### config.mk
export PLATFORM = sky130hd
export DESIGN_NAME = txr_bus_xcvr
export DESIGN_NICKNAME = d
export VERILOG_FILES = /design/src/rtl/txr_pkg.sv /design/src/rtl/txr_store_reg.sv /design/src/rtl/txr_src_mux.sv /design/src/rtl/txr_oe_decode.sv /design/src/rtl/txr_bus_xcvr.sv
export SDC_FILE = /design/constraint.sdc
export NUM_CORES = 1
export LEC_CHECK = 0
export BUFFER_PORTS_ARGS = -buffer_cell sky130_fd_sc_hd__buf_2
export CORE_MARGIN = 2
export CORE_UTILIZATION = 47
export DETAILED_ROUTE_END_ITERATION = 8
export PLACE_DENSITY = 0.82
export SYNTH_ARGS = -nofsm -noshare
export SYNTH_HDL_FRONTEND = slang
export SYNTH_SLANG_ARGS = --single-unit
### constraint.sdc
create_clock -name clk -period 1.5 [get_ports clk]
set_input_delay 0.075 -clock clk [delete_from_list [all_inputs] [get_ports clk]]
set_output_delay 0.075 -clock clk [all_outputs]
set_load 0.01 [all_outputs]
### src/rtl/txr_pkg.sv
package txr_pkg;
  // Output-enable decoding variant
  typedef enum logic [0:0] {
    OE_DIR_EN = 1'b0,  // active-low enable plus direction
    OE_SPLIT  = 1'b1   // independent enable per driven side
  } oe_mode_e;
endpackage

### src/rtl/txr_store_reg.sv
module txr_store_reg #(
  parameter int W = 8
) (
  input  logic         clk,
  input  logic         rst,
  input  logic         load,
  input  logic [W-1:0] d,
  output logic [W-1:0] q
);
  always_ff @(posedge clk) begin
    if (rst)       q <= '0;
    else if (load) q <= d;
  end
endmodule

### src/rtl/txr_src_mux.sv
module txr_src_mux #(
  parameter int W   = 8,
  parameter bit INV = 1'b0
) (
  input  logic         sel,
  input  logic [W-1:0] live,
  input  logic [W-1:0] stored,
  output logic [W-1:0] y
);
  // One independent 2:1 selector per bit; no shared decode, so a
  // bit only moves when its chosen input or the select moves.
  for (genvar i = 0; i < W; i++) begin : g_bit
    if (INV) begin : g_inv
      assign y[i] = ~(sel ? stored[i] : live[i]);
    end else begin : g_pass
      assign y[i] = sel ? stored[i] : live[i];
    end
  end
endmodule

### src/rtl/txr_oe_decode.sv
module txr_oe_decode #(
  parameter txr_pkg::oe_mode_e MODE = txr_pkg::OE_DIR_EN
) (
  input  logic ctrl0,
  input  logic ctrl1,
  output logic a_oe,
  output logic b_oe
);
  if (MODE == txr_pkg::OE_DIR_EN) begin : g_dir
    // ctrl0 active-low enable, ctrl1 picks the driven side
    assign b_oe = ~ctrl0 &  ctrl1;
    assign a_oe = ~ctrl0 & ~ctrl1;
  end else begin : g_split
    // ctrl0 enables B side (high), ctrl1 enables A side (low)
    assign b_oe = ctrl0;
    assign a_oe = ~ctrl1;
  end
endmodule

### src/rtl/txr_bus_xcvr.sv
module txr_bus_xcvr #(
  parameter int                W       = 8,
  parameter txr_pkg::oe_mode_e OE_MODE = txr_pkg::OE_DIR_EN,
  parameter bit                INV_OUT = 1'b0
) (
  input  logic         clk,
  input  logic         rst,
  input  logic [W-1:0] a_in,
  input  logic [W-1:0] b_in,
  input  logic         cap_a,
  input  logic         cap_b,
  input  logic         sel_a2b,
  input  logic         sel_b2a,
  input  logic         ctrl0,
  input  logic         ctrl1,
  output logic [W-1:0] a_out,
  output logic         a_oe,
  output logic [W-1:0] b_out,
  output logic         b_oe
);
  logic [W-1:0] st_a;
  logic [W-1:0] st_b;

  txr_store_reg #(.W(W)) u_reg_a (
    .clk(clk), .rst(rst), .load(cap_a), .d(a_in), .q(st_a)
  );

  txr_store_reg #(.W(W)) u_reg_b (
    .clk(clk), .rst(rst), .load(cap_b), .d(b_in), .q(st_b)
  );

  txr_src_mux #(.W(W), .INV(INV_OUT)) u_mux_a2b (
    .sel(sel_a2b), .live(a_in), .stored(st_a), .y(b_out)
  );

  txr_src_mux #(.W(W), .INV(INV_OUT)) u_mux_b2a (
    .sel(sel_b2a), .live(b_in), .stored(st_b), .y(a_out)
  );

  txr_oe_decode #(.MODE(OE_MODE)) u_oe (
    .ctrl0(ctrl0), .ctrl1(ctrl1), .a_oe(a_oe), .b_oe(b_oe)
  );

  // ---------------- assertions ----------------
  p_reset_clear_r1: assert property (@(posedge clk)
    rst |=> (st_a == '0 && st_b == '0));

  p_cap_a_r2: assert property (@(posedge clk) disable iff (rst)
    cap_a |=> (st_a == $past(a_in)));

  p_hold_a_r2: assert property (@(posedge clk) disable iff (rst)
    !cap_a |=> $stable(st_a));

  p_cap_b_r3: assert property (@(posedge clk) disable iff (rst)
    cap_b |=> (st_b == $past(b_in)));

  p_hold_b_r3: assert property (@(posedge clk) disable iff (rst)
    !cap_b |=> $stable(st_b));

  p_no_glitch_b_r10: assert property (@(posedge clk) disable iff (rst)
    ($stable(sel_a2b) && $stable(a_in) && $stable(st_a)) |-> $stable(b_out));

  p_no_glitch_a_r10: assert property (@(posedge clk) disable iff (rst)
    ($stable(sel_b2a) && $stable(b_in) && $stable(st_b)) |-> $stable(a_out));

  if (OE_MODE == txr_pkg::OE_DIR_EN) begin : g_chk_dir
    p_isolate_r6: assert property (@(posedge clk) disable iff (rst)
      ctrl0 |-> (!a_oe && !b_oe));
    p_one_side_r6: assert property (@(posedge clk) disable iff (rst)
      !(a_oe && b_oe));
    p_enabled_r6: assert property (@(posedge clk) disable iff (rst)
      !ctrl0 |-> $onehot0({a_oe, b_oe}) && (a_oe || b_oe));
  end else begin : g_chk_split
    p_both_on_r7: assert property (@(posedge clk) disable iff (rst)
      (ctrl0 && !ctrl1) |-> (a_oe && b_oe));
    p_both_off_r7: assert property (@(posedge clk) disable iff (rst)
      (!ctrl0 && ctrl1) |-> (!a_oe && !b_oe));
  end
endmodule

==> metrics list <==
- Registers take 320 µm².
* Aggregate global-route resource usage: 0.157
- The initialized floorplan defines 15 standard-cell rows.
- After synthesis, the share of cell area in mux cells is 0.470.
* Cts bufs inserted: 3
- Timing analysis after detailed placement gives a worst setup slack of 0.627 ns.
* Vias per Instance: 4.68
* Type of origin of the critical path: flip-flop
* Max Clock Freq: 928 MHz
- Initial DRT Pass Iterations: 2
- The number of antenna violations at the first check in global routing is 0.
- The tool flagged a number of max-cap violations equal to 0.
- Maximum fanout along the worst path: 2
- Synth Instances: 72
- Type of element capturing the critical path: primary output
* Average footprint of a synthesized cell: 11.8 µm²
- Headroom to the max-slew limit came out at 0.800.
* Library cells used by synthesis: 7
- Power Total: 0.962 mW
- Number of nets in the synthesized netlist: 96
- The min-delay analysis places its worst path in the category primary input to flip-flop.
* Crit path kind: flip-flop to primary output
* Static leakage power: 0.586 nW
- Post-synth top area cell: dfxtp_1
- Post-Synth Adder-Cell Area: 0
* Top cells by count, synth: nor2_1, dfxtp_1, mux2_4, mux2i_1, buf_6
- Fillers: 146
- nor2_1 is the most common cell in the netlist.
- Setup repair after global routing left no endpoint under its margin.
* Dominant register cell in the synthesized netlist: dfxtp_1
- In the final timing run, aggregate negative setup slack is 0 ns.
- WL final: 1.51 mm
* Design area: 1060 µm²
- Of the synthesized area, sequential elements account for 0.376.
- Relative area change from synthesis to final layout: 24.8%
* Die boundary width: 46.6 µm
* Clock period minus worst slack: 1.08 ns
* Transition time at the pin with the least slew margin: 0.300 ns
- Total placed instance area: 1030 µm²
- In the final routed layout, each cell accounts on average for 11.1 µm.
- The net count of the finished layout is 136.
- Ys Warns: 0
* Power density relative to cell area: 905 nW/µm²
- Global routing finished with a remaining overflow of 0.
- Setup violations remaining at the end of the flow were counted as 0.
- IR analysis of the VDD net gives a maximum drop of 0.000559 V.
* Global-route wire length before repair: 2.37 mm
- Number of DRC violations after detailed routing: 0
* Pin count of the biggest net entering global routing: 17
- Total area of multi-input combinational cells: 470 µm²
- The initial utilization of the core area, before any placement, comes to 0.499.
- Buffers added to address setup during post-CTS repair amount to 0.
- Worst endpoint required time: 1.42 ns
- The synthesized design contains 16 register bits.
* TritonCTS clock tree: done
- Clock tree synthesis selected as its root buffer the cell clkbuf_4.
- Core area: 1710 µm²
- The clock arrives with 0 ns of skew.
* EDFF count, synth: 0
- Clock network latency to the later pin of the worst-skew pair: 0.28 ns
- Post-route fraction of the period consumed by the critical path: 0.718
- Routability-driven placement finished with a final weighted congestion of 0.650.
- The clock passes through at most 2 buffers.
- Crit path arrival time: 1.00 ns
* Share of final-layout standard cells stronger than drive strength 1: 0.550
* Count of port buffers added during placement: 41
* Residual antenna-violating net count after detailed routing: 0
- Die Footprint: 2170 µm²
- Of the total synthesized cell area, the portion taken by AND, OR, NAND and NOR gates is 0.0822.
- Area fraction in compound gates after synthesis: 0
* I/O Pins: 42
* Result of the run: finished clean
- Via count of the first global-routing pass: 601
- Portion of synthesized cell area occupied by the leading cell type: 0.376
- Clock-pin slew on the worst setup and hold paths: 0.09 ns
* Number of hold violations in the final report: 0
* Height of the chip: 46.6 µm
- Summing every instance area after synthesis gives 852 µm².
- Across all layers, the routed design uses 637 vias.
* CTS sink count: 16
* Share of synthesized registers carrying an async set or reset: 0
* Post-cts repair resize count: 0
- Of the total synthesized cell area, the portion taken by XOR and XNOR cells is 0.
- Worst-case setup margin in the final layout: 0.422 ns
- After synthesis, the largest family of logic cells by area is multiplexers.
- Number of inserted diodes: 0
- The final count of pins violating max slew came to 0.
* DR iter-0 viols: 1
- CTS H-Tree Depth: 1
- Cell types occupying the most area after synthesis: dfxtp_1, mux2_4, mux2i_1, nor2_1, buf_6
- The number of hold buffers added after CTS was 0.
[cell families after synthesis]
logic type,count (synthesis)
buffers and inverters,6
flip-flops,16
multiplexers,32
AND/OR/NAND/NOR,18
[power by group]
part / internal [mW] / total (mW) / switching (mW)
clock network: 0.148 / 0.283 / 0.135
registers: 0.450 / 0.462 / 0.0123
logic: 0.123 / 0.217 / 0.0938
total: 0.721 / 0.962 / 0.241
[layout make-up]
class,count,share of cell area
Tap cell,25,0.0294
Clock buffer,4,0.0341
Timing Repair Buffer,41,0.193
Sequential cell,16,0.301
Multi-Input combinational cell,50,0.442
[metal layers]
| layer | vias to the layer above | GRT usage | routed length, µm |
|---|---|---|---|
| li1 | 322 | - | - |
| met1 | 283 | 0.177 | 633 |
| met2 | 28 | 0.258 | 752 |
| met3 | 4 | 0.0392 | 99 |
| met4 | 0 | 0.103 | 27 |
| met5 | - | 0 | 0 |
[per-stage QoR]
step | cells | utilization | hold slack (ns)
after CTS | 136 | 0.623 | 0.0285
after floorplan | 72 | - | 0.193
final | 136 | 0.623 | 0.0364
after detailed placement | 132 | 0.601 | 0.338
after global routing | 136 | 0.623 | 0.0351
after global placement | 132 | 0.601 | 0.325
[layout by cell type, fill, tap and decap left out]
cell,count
dfxtp_1,16
clkbuf_4,3
buf_2,41
nor2_1,17
clkbuf_8,1
mux2_4,16
nor2b_1,1
mux2i_1,16
[state kept, by name, indices dropped and copies added, names as in the netlist]
name       count
u_reg_a.q      8
u_reg_b.q      8
[worst paths after layout]
kind                        startpoint                        end  slack (ns)  depth (start not counted)
max          u_reg_a.q[7]$_SDFFE_PP0P_                   b_out[7]        0.42                          2
min                            b_in[7]  u_reg_b.q[7]$_SDFFE_PP0P_        0.04                          3
max reg2reg  u_reg_b.q[5]$_SDFFE_PP0P_  u_reg_b.q[5]$_SDFFE_PP0P_        0.87                          2
min reg2reg  u_reg_b.q[3]$_SDFFE_PP0P_  u_reg_b.q[3]$_SDFFE_PP0P_        0.51                          2
[critical path, cell delays in order (launching register included)]
cell,delay [ns]
dfxtp_1,0.33
mux2_4,0.25
buf_2,0.14
(Power assumes the default switching activity.)
